`src/rtl/vga_map_pkg.sv`:
```
package vga_map_pkg;

  typedef enum logic [1:0] {
    MODE_PLANAR  = 2'b00,
    MODE_ODDEVEN = 2'b01,
    MODE_DWORD   = 2'b10,
    MODE_RSVD    = 2'b11
  } map_mode_e;

  // How the host address is folded into a RAM word address
  typedef enum logic [1:0] {
    FORM_DIRECT = 2'b00,
    FORM_EVEN   = 2'b01,
    FORM_QUAD   = 2'b10
  } word_form_e;

  // Strobes passed from control to datapath
  typedef struct packed {
    word_form_e  form;
    logic [1:0]  planeIdx;
    logic [3:0]  wrMask;
    logic        doRead;
    logic        doWrite;
  } map_ctl_t;

endpackage

```
`src/rtl/vga_map_ctrl.sv`:
```
module vga_map_ctrl
  import vga_map_pkg::*;
(
  input  logic       clk,
  input  logic       rst_n,
  input  logic [1:0] modeSel,
  input  logic       addrLsb,
  input  logic       accValid,
  input  logic       accWrite,
  input  logic [3:0] planeWrEn,
  input  logic [1:0] readPlaneSel,
  output map_ctl_t   ctl
);

  map_mode_e mode;
  logic      pairMode;
  logic [3:0] lsbPlaneBit;

  assign mode        = map_mode_e'(modeSel);
  assign pairMode    = (mode == MODE_ODDEVEN) || (mode == MODE_DWORD);
  assign lsbPlaneBit = addrLsb ? 4'b0010 : 4'b0001;

  always_comb begin
    ctl.doRead  = accValid && !accWrite;
    ctl.doWrite = accValid && accWrite;
    unique case (mode)
      MODE_ODDEVEN: begin
        ctl.form     = FORM_EVEN;
        ctl.planeIdx = {1'b0, addrLsb};
        ctl.wrMask   = planeWrEn & lsbPlaneBit;
      end
      MODE_DWORD: begin
        ctl.form     = FORM_QUAD;
        ctl.planeIdx = {1'b0, addrLsb};
        ctl.wrMask   = planeWrEn & lsbPlaneBit;
      end
      default: begin
        ctl.form     = FORM_DIRECT;
        ctl.planeIdx = readPlaneSel;
        ctl.wrMask   = planeWrEn;
      end
    endcase
  end

  // in paired modes a write touches at most one plane
  assert_pair_single_plane_R7: assert property (@(posedge clk) disable iff (!rst_n)
    pairMode |-> ($countones(ctl.wrMask) <= 1));

  // the paired-mode plane never comes from the read select
  assert_pair_plane_low_R7: assert property (@(posedge clk) disable iff (!rst_n)
    pairMode |-> (ctl.planeIdx[1] == 1'b0));

  // the reserved encoding behaves as planar
  assert_rsvd_direct_R5: assert property (@(posedge clk) disable iff (!rst_n)
    (mode == MODE_RSVD) |-> (ctl.form == FORM_DIRECT && ctl.planeIdx == readPlaneSel));

endmodule

```
`src/rtl/vga_map_dp.sv`:
```
module vga_map_dp
  import vga_map_pkg::*;
#(
  parameter int HOST_AW = 16,
  parameter int PLANES  = 4,
  parameter int DATA_W  = 8,
  localparam int WORD_W = HOST_AW + 1,
  localparam int SHIFT  = (PLANES == 8) ? 3 : 2,
  localparam int OFF_W  = WORD_W + SHIFT
)(
  input  logic               clk,
  input  logic               rst_n,
  input  logic [HOST_AW-1:0] hostAddr,
  input  logic [DATA_W-1:0]  wrData,
  input  map_ctl_t           ctl,
  output logic [WORD_W-1:0]  ramWordAddr,
  output logic [3:0]         ramWrStb,
  output logic [DATA_W-1:0]  ramWrData,
  output logic               ramRdEn,
  output logic [1:0]         rdLaneSel,
  output logic [OFF_W-1:0]   linOffset
);

  logic [WORD_W-1:0] wordNext;
  logic [OFF_W-1:0]  offNext;
  logic              pastOk;

  always_comb begin
    unique case (ctl.form)
      FORM_EVEN: wordNext = {1'b0, hostAddr[HOST_AW-1:1], 1'b0};
      FORM_QUAD: wordNext = {hostAddr[HOST_AW-1:1], 2'b00};
      default:   wordNext = {1'b0, hostAddr};
    endcase
  end

  // Interleave stride chosen by plane count
  generate
    if (PLANES == 8) begin : g_stride8
      assign offNext = {wordNext, 1'b0, ctl.planeIdx};
    end else begin : g_stride4
      assign offNext = {wordNext, ctl.planeIdx};
    end
  endgenerate

  always_ff @(posedge clk) begin
    if (!rst_n) begin
      ramWordAddr <= '0;
      ramWrStb    <= '0;
      ramWrData   <= '0;
      ramRdEn     <= 1'b0;
      rdLaneSel   <= '0;
      linOffset   <= '0;
      pastOk      <= 1'b0;
    end else begin
      ramWordAddr <= wordNext;
      ramWrStb    <= ctl.doWrite ? ctl.wrMask : 4'b0000;
      ramWrData   <= wrData;
      ramRdEn     <= ctl.doRead;
      rdLaneSel   <= ctl.planeIdx;
      linOffset   <= offNext;
      pastOk      <= 1'b1;
    end
  end

  // an idle cycle produces no memory activity next cycle
  assert_idle_quiet_R9: assert property (@(posedge clk) disable iff (!rst_n)
    (pastOk && !$past(ctl.doRead) && !$past(ctl.doWrite)) |-> (ramWrStb == 4'b0000 && !ramRdEn));

  // read and write never issue together
  assert_rd_wr_excl_R4: assert property (@(posedge clk) disable iff (!rst_n)
    !(ramRdEn && (ramWrStb != 4'b0000)));

  // planar word address follows the host address one cycle later
  assert_direct_word_R3: assert property (@(posedge clk) disable iff (!rst_n)
    (pastOk && $past(ctl.form) == FORM_DIRECT) |-> (ramWordAddr == WORD_W'($past(hostAddr))));

  // odd/even words are always even
  assert_even_word_R6: assert property (@(posedge clk) disable iff (!rst_n)
    (pastOk && $past(ctl.form) == FORM_EVEN) |-> (ramWordAddr[0] == 1'b0));

  // doubleword words are multiples of four
  assert_quad_word_R8: assert property (@(posedge clk) disable iff (!rst_n)
    (pastOk && $past(ctl.form) == FORM_QUAD) |-> (ramWordAddr[1:0] == 2'b00));

  // the offset's upper bits carry the word address
  assert_offset_word_R10: assert property (@(posedge clk) disable iff (!rst_n)
    linOffset[OFF_W-1:SHIFT] == ramWordAddr);

endmodule

```
`src/rtl/vga_plane_mapper.sv`:
```
module vga_plane_mapper
  import vga_map_pkg::*;
#(
  parameter int HOST_AW = 16,
  parameter int PLANES  = 4,
  parameter int DATA_W  = 8,
  localparam int WORD_W = HOST_AW + 1,
  localparam int SHIFT  = (PLANES == 8) ? 3 : 2,
  localparam int OFF_W  = WORD_W + SHIFT
)(
  input  logic               clk,
  input  logic               rst_n,
  input  logic [HOST_AW-1:0] hostAddr,
  input  logic               accValid,
  input  logic               accWrite,
  input  logic [DATA_W-1:0]  wrData,
  input  logic [1:0]         modeSel,
  input  logic [3:0]         planeWrEn,
  input  logic [1:0]         readPlaneSel,
  output logic [WORD_W-1:0]  ramWordAddr,
  output logic [3:0]         ramWrStb,
  output logic [DATA_W-1:0]  ramWrData,
  output logic               ramRdEn,
  output logic [1:0]         rdLaneSel,
  output logic [OFF_W-1:0]   linOffset
);

  map_ctl_t ctl;

  vga_map_ctrl u_ctrl (
    .clk          (clk),
    .rst_n        (rst_n),
    .modeSel      (modeSel),
    .addrLsb      (hostAddr[0]),
    .accValid     (accValid),
    .accWrite     (accWrite),
    .planeWrEn    (planeWrEn),
    .readPlaneSel (readPlaneSel),
    .ctl          (ctl)
  );

  vga_map_dp #(
    .HOST_AW (HOST_AW),
    .PLANES  (PLANES),
    .DATA_W  (DATA_W)
  ) u_dp (
    .clk         (clk),
    .rst_n       (rst_n),
    .hostAddr    (hostAddr),
    .wrData      (wrData),
    .ctl         (ctl),
    .ramWordAddr (ramWordAddr),
    .ramWrStb    (ramWrStb),
    .ramWrData   (ramWrData),
    .ramRdEn     (ramRdEn),
    .rdLaneSel   (rdLaneSel),
    .linOffset   (linOffset)
  );

endmodule

```
`config.mk`:
```
export PLATFORM = sky130hd
export DESIGN_NAME = vga_plane_mapper
export DESIGN_NICKNAME = d
export VERILOG_FILES = /design/src/rtl/vga_map_pkg.sv /design/src/rtl/vga_map_ctrl.sv /design/src/rtl/vga_map_dp.sv /design/src/rtl/vga_plane_mapper.sv
export SDC_FILE = /design/constraint.sdc
export NUM_CORES = 1
export LEC_CHECK = 0
export CAP_MARGIN = 20
export CORE_MARGIN = 2
export CORE_UTILIZATION = 50
export DETAILED_ROUTE_END_ITERATION = 7
export DONT_BUFFER_PORTS = 1
export PLACE_DENSITY = 0.75
export SLEW_MARGIN = 5
export SYNTH_ARGS = -nofsm -noshare
export SYNTH_HDL_FRONTEND = slang
export SYNTH_SLANG_ARGS = --single-unit
export TNS_END_PERCENT = 30
```
`constraint.sdc`:
```
create_clock -name clk -period 1.9 [get_ports clk]
set_input_delay 0.19 -clock clk [delete_from_list [all_inputs] [get_ports clk]]
set_output_delay 0.19 -clock clk [all_outputs]
set_load 0.05 [all_outputs]
```
======== Yosys cells after proc, flatten, opt, wreduce, memory -nomap -nowiden ========
Cells that the tools add are included.
storage, ports and cells
  bits in registers ....................... 51
  bits of input ports ..................... 36
  output and inout port bits .............. 51
  logic and storage cells ................. 18
operators by class
  eq/ne operators ......................... 4
  mux-type cells .......................... 3
  bitwise operators ....................... 1
  reduce and logical (&&, ||, !) cells .... 4
operators by type and width
  kind                number
  $pmux 17 s2         1
  $pmux 8 s2          1
  $and 4x4->4         1
  $eq 2x1->1 const B  2
  $eq 2x2->1 const B  2
  $logic_and 1x1->1   2
  $mux 2              1
  $reduce_and 2->1    1
  $logic_not 1->1     1

======== Depth between registers and ports, before layout ========
  depth in word-level cells ............... 5
  gate-level depth with buffers ........... 7
  mapped depth without buffers ............ 5

======== Cells and area by module ========
From an unflattened synthesis, not the netlist that was laid out.
unflattened totals
  cell total of the unflattened synthesis .. 129
  area total of the unflattened synthesis .. 1298.7 um^2
modules (own cells, without submodules)
  module        instances  cells each  area each (um^2)  sequential area each (um^2)
  vga_map_dp    1          109         1169.9            640.6
  vga_map_ctrl  1          20          128.9             0.0

======== Least setup slack after synthesis ========
OpenSTA, ideal clock, no wires.
  kind .................................... input-to-reg
  start point ............................. input modeSel[0]
  end point ............................... register u_dp.linOffset[10]
  data arrival time ....................... 1260 ps
  data required time ...................... 1782 ps
  slack ................................... 521 ps
  stages on the path ...................... 7
  path buffers ............................ 2
  cells stage by stage .................... inv_1 -> ha_1 -> or2_1 -> buf_6 -> buf_8 -> a22oi_1 -> nor2b_1
on the way
  word-level cells in the longest chain between the ends .. 4
  elaborated cells on any way between the ends .. 6
RTL lines
  item                                      RTL line                source
  start: declaration                        vga_plane_mapper.sv:17  input logic [1:0] modeSel,
  $eq 2x2->1 or $eq 2x1->1 (tied branches)  n/a
  $pmux 8 s2 *                              vga_map_ctrl.sv:26      unique case (mode)
  $eq 2x2->1 or $eq 2x1->1 (tied branches)  vga_map_dp.sv:29        unique case (ctl.form)
  $pmux 17 s2 *                             vga_map_dp.sv:29
  end signal: assignment                    vga_map_dp.sv:60        linOffset <= offNext;
  end: declaration                          vga_map_dp.sv:21        output logic [OFF_W-1:0] linOffset
Mark *: on every way between the ends. The rest lies on a longest branch, timed or not.
A chain may end at the register's enable or synchronous reset.

======== Worst setup path in the final report ========
  start point ............................. input rst_n
  end point ............................... register u_dp.ramWrData[1]
RTL lines
  item                    RTL line                source
  start: declaration      vga_plane_mapper.sv:12  input logic rst_n,
  end signal: assignment  vga_map_dp.sv:57        ramWrData <= wrData;
  end: declaration        vga_map_dp.sv:18        output logic [DATA_W-1:0] ramWrData,
No word-level cell between the ends.

==> results_tabular.tex <==
\begin{tabular}{lr}
\hline
Metric & Value \\
\hline
\multicolumn{2}{l}{\textbf{Clock tree}} \\
Max clock buf depth & 2 \\
Number of setup buffers added after CTS & 0 \\
CTS Buf Count & 5 \\
Clock slew at the register clock pins of the worst setup and hold paths & approximately 0.090 ns \\
PostCTS Resize Cnt & 0 \\
Clock root cell & sky130\_fd\_sc\_hd\_\_clkbuf\_4 \\
Total number of clock tree sinks & 32 \\
Clock tree from TritonCTS & built \\
\# H-tree levels & 2 \\
\multicolumn{2}{l}{\textbf{Synth}} \\
Gate count of the mapped netlist & approximately 120 \\
Number of distinct standard cells referenced by the synthesized netlist & 20 \\
Mean area per synthesized cell & 10.34 sq um \\
Sequential element share of the synthesized area & approximately 50\% \\
Post-Syn Area & 0.001251 sq mm \\
Yosys reg bits & 32 \\
Yosys synthesis warning count & 0 \\
Net count after synthesis & around 160 \\
\multicolumn{2}{l}{\textbf{Run status}} \\
Outcome & finished clean \\
\multicolumn{2}{l}{\textbf{Critical path}} \\
Maximum cell stage delay along the critical path & approximately 0.84 ns \\
Worst path top cell family by delay & buffers and inverters \\
Most frequent CP cell & sky130\_fd\_sc\_hd\_\_dlygate4sd3\_1 \\
Critical path, cell by cell & dlygate4sd3\_1 -> and2\_1 -> dlygate4sd3\_1 \\
Maximum net fanout on the critical path & 19 \\
CP Class & in -> reg \\
Critical path depth in cells & 3 \\
Req. time, crit path & 2.17 ns \\
Worst path arrival time & roughly 1.8 ns \\
Crit path max-delay cell type & sky130\_fd\_sc\_hd\_\_dlygate4sd3\_1 \\
Startpoint type of the worst setup path & input port \\
Endpoint kind of the worst setup timing path & flip-flop \\
Worst path buffer plus inverter count & 2 \\
\multicolumn{2}{l}{\textbf{Die}} \\
Die span in y & 54.03 um \\
Initial Util & between 50\% and 60\% \\
FP Rows & 18 \\
IO Pins & 87 \\
Die Outline Area & $\sim$0.003 sq mm \\
Standard cell core area & roughly 0.0024 sq mm \\
X dimension of the die & $\sim$54 um \\
\multicolumn{2}{l}{\textbf{Layout}} \\
Number of fillers in the final layout & approximately 210 \\
Final cell count without fillers & roughly 170 \\
Diodes inserted & 0 \\
Layout area overhead & 19.80\% \\
Layout cell share with drive strength beyond 1 & 22.70\% \\
Final design instance area without fill & about 0.0015 sq mm \\
Number of nets in the layout & between 150 and 200 \\
\multicolumn{2}{l}{\textbf{Timing}} \\
Setup tns final & 0 ns \\
Number of setup violations in the final report & 0 \\
Fmax & about 0.66 GHz \\
Post-route clock period utilization & approximately four fifths \\
Minimum hold slack & around 0.0093 ns \\
Final min period & roughly 1.5 ns \\
Final count of hold timing violations & 0 \\
Headroom to the max-slew limit & approximately two thirds \\
Tightest Pin Transition & approximately 0.50 ns \\
Number of pins exceeding their max-slew limit in the final report & 0 \\
Setup repair after global routing missed its margin & false \\
\multicolumn{2}{l}{\textbf{Global routing}} \\
Maximum number of pins on one net before global-route repair & 20 \\
Initial antenna violation count & 0 \\
First-pass GRT wire length & 3.408 mm \\
Vias in the first global route & around 820 \\
Overflow after GRT & 0 \\
GRT Resource Usage Total & $\sim$17\% \\
\multicolumn{2}{l}{\textbf{Power and ir drop}} \\
Leakage component of the power & 0.6847 nW \\
PwrDens & approximately 1000 mW/mm\^{}2 \\
Maximum ir drop on the vdd rail & around 0.00076 V \\
\multicolumn{2}{l}{\textbf{Drt}} \\
Routed Antenna Nets & 0 \\
Wire length per cell after detailed routing & about 14 um \\
DRC Markers & 0 \\
Initial drt markers & 16 \\
Overall via count from detail\_route & between 800 and 900 \\
Routed Wire Length & $\sim$2.4 mm \\
First-pass iteration count of the detailed router & 4 \\
Via-to-Cell Ratio & a little over 5 \\
\multicolumn{2}{l}{\textbf{Placed design}} \\
Number of instances in the placed design & between 100 and 150 \\
\# port buffers & 0 \\
Final estimated routing congestion in global placement & roughly 0.72 \\
Placed Instance Area & $\sim$0.0013 sq mm \\
DPL Wire Length & around 1.5 mm \\
\multicolumn{2}{l}{\textbf{Hold path}} \\
Worst hold path stage count & 1 \\
Path type of the worst min-delay path & in -> reg \\
\multicolumn{2}{l}{\textbf{Run}} \\
Max-cap violations & 0 \\
\hline
\end{tabular}
==> per-layer routing <==
layer / global-route usage, % / share of wire (%) / vias up
met5: 0 / 0 / -
met2: 27.85 / 50 / 52
met1: 16.75 / 34 / 388
met3: 11.39 / 14 / 7
met4: 9.583 / 1.6 / 0
li1: - / - / 418
==> sequential cells by signal, summed over array words and instances, names as in the netlist <==
| name | cells |
|---|---|
| u_dp.linOffset | 19 |
| u_dp.ramWrStb | 4 |
| u_dp.ramWrData | 8 |
| u_dp.ramRdEn | 1 |
==> layout by cell type (no fill, tap or decap), types with 2 or more instances in the layout <==
cell type | netlist | layout
sky130_fd_sc_hd__clkbuf_4 | 0 | 5
sky130_fd_sc_hd__a21oi_1 | 2 | 2
sky130_fd_sc_hd__clkbuf_8 | 0 | 2
sky130_fd_sc_hd__o21ai_0 | 3 | 3
sky130_fd_sc_hd__dlygate4sd3_1 | 0 | 18
sky130_fd_sc_hd__and3_2 | 4 | 4
sky130_fd_sc_hd__and3_1 | 3 | 3
sky130_fd_sc_hd__dfxtp_1 | 32 | 32
sky130_fd_sc_hd__nand2_1 | 4 | 4
sky130_fd_sc_hd__a22oi_1 | 14 | 14
sky130_fd_sc_hd__ha_1 | 4 | 4
sky130_fd_sc_hd__and2_1 | 9 | 9
sky130_fd_sc_hd__buf_4 | 19 | 20
sky130_fd_sc_hd__inv_1 | 3 | 3
sky130_fd_sc_hd__nor2b_1 | 14 | 14
==> power by group <==
part           switching (mW)  leakage [nW]  internal (mW)  total [mW]
Combinational           0.253         0.383         0.0979       0.351
Clock                   0.207        0.0374          0.210       0.417
Sequential             0.0527         0.264          0.709       0.761
==> final timing paths <==
| check | start | endpoint | slack (ns) |
|---|---|---|---|
| setup / recovery | rst_n | u_dp.ramWrData[1] | 0.39 |
| hold / removal | rst_n | u_dp.linOffset[8] | 0.009 |
==> layout make-up <==
type / count / area, sq um / share of cell area (%)
tap: 30 / 37.54 / 2.504
timing repair buffer: 38 / 330.3 / 22.04
clock buffer: 7 / 65.06 / 4.341
multi-input combinational: 61 / 414.1 / 27.63
inverter: 3 / 11.26 / 0.7513
sequential: 32 / 640.6 / 42.74
==> kinds of logic (layout without fill, tap and decap cells) <==
group	after synthesis	after routing	share of synthesized area (%)
AO/OA/AOI/OAI	20	20	11.00
buffers and inverters	28	48	15.70
flip-flops	32	32	51.20
adder cells (fa/ha/maj)	4	4	4.000
AND/OR/NAND/NOR	37	37	18.10
==> synthesized netlist by cell type <==
| cell type | n | share of area [%] |
|---|---|---|
| sky130_fd_sc_hd__nor2b_1 | 14 | 7.0 |
| sky130_fd_sc_hd__ha_1 | 4 | 4.0 |
| sky130_fd_sc_hd__clkbuf_1 | 3 | 0.90 |
| sky130_fd_sc_hd__buf_6 | 1 | 0.90 |
| sky130_fd_sc_hd__and3_1 | 3 | 1.5 |
| sky130_fd_sc_hd__o21bai_1 | 1 | 0.60 |
| sky130_fd_sc_hd__and2_1 | 9 | 4.5 |
| sky130_fd_sc_hd__buf_2 | 1 | 0.40 |
| sky130_fd_sc_hd__buf_4 | 19 | 11 |
| sky130_fd_sc_hd__buf_8 | 1 | 1.2 |
| sky130_fd_sc_hd__inv_1 | 3 | 0.90 |
| sky130_fd_sc_hd__a22oi_1 | 14 | 8.4 |
| sky130_fd_sc_hd__a21oi_1 | 2 | 0.80 |
| sky130_fd_sc_hd__dfxtp_1 | 32 | 51 |
| sky130_fd_sc_hd__nand2_1 | 4 | 1.2 |
| sky130_fd_sc_hd__nor2_1 | 1 | 0.30 |
| sky130_fd_sc_hd__or2_1 | 1 | 0.50 |
| sky130_fd_sc_hd__and3_2 | 4 | 2.4 |
| sky130_fd_sc_hd__o21ai_0 | 3 | 1.2 |
| sky130_fd_sc_hd__nor2b_2 | 1 | 0.70 |
==> stage by stage <==
stage          worst slack, ns  util (%)  total power [mW]
4_1_cts                 0.4234     59.57             1.530
3_5_place_dp            0.4392     51.54             1.095
3_3_place_gp            0.5046     51.54             1.092
2_1_floorplan           0.5214         -             1.093
6_report                0.3907     61.63             1.529
5_1_grt                 0.3112     61.63             1.598
==> timing repair <==
action                                  in CTS  in global routing
hold endpoints to repair                    22                  4
hold buffers                                13                  5
endpoints found under the setup margin       0                  0
(Power assumes the default switching activity.)
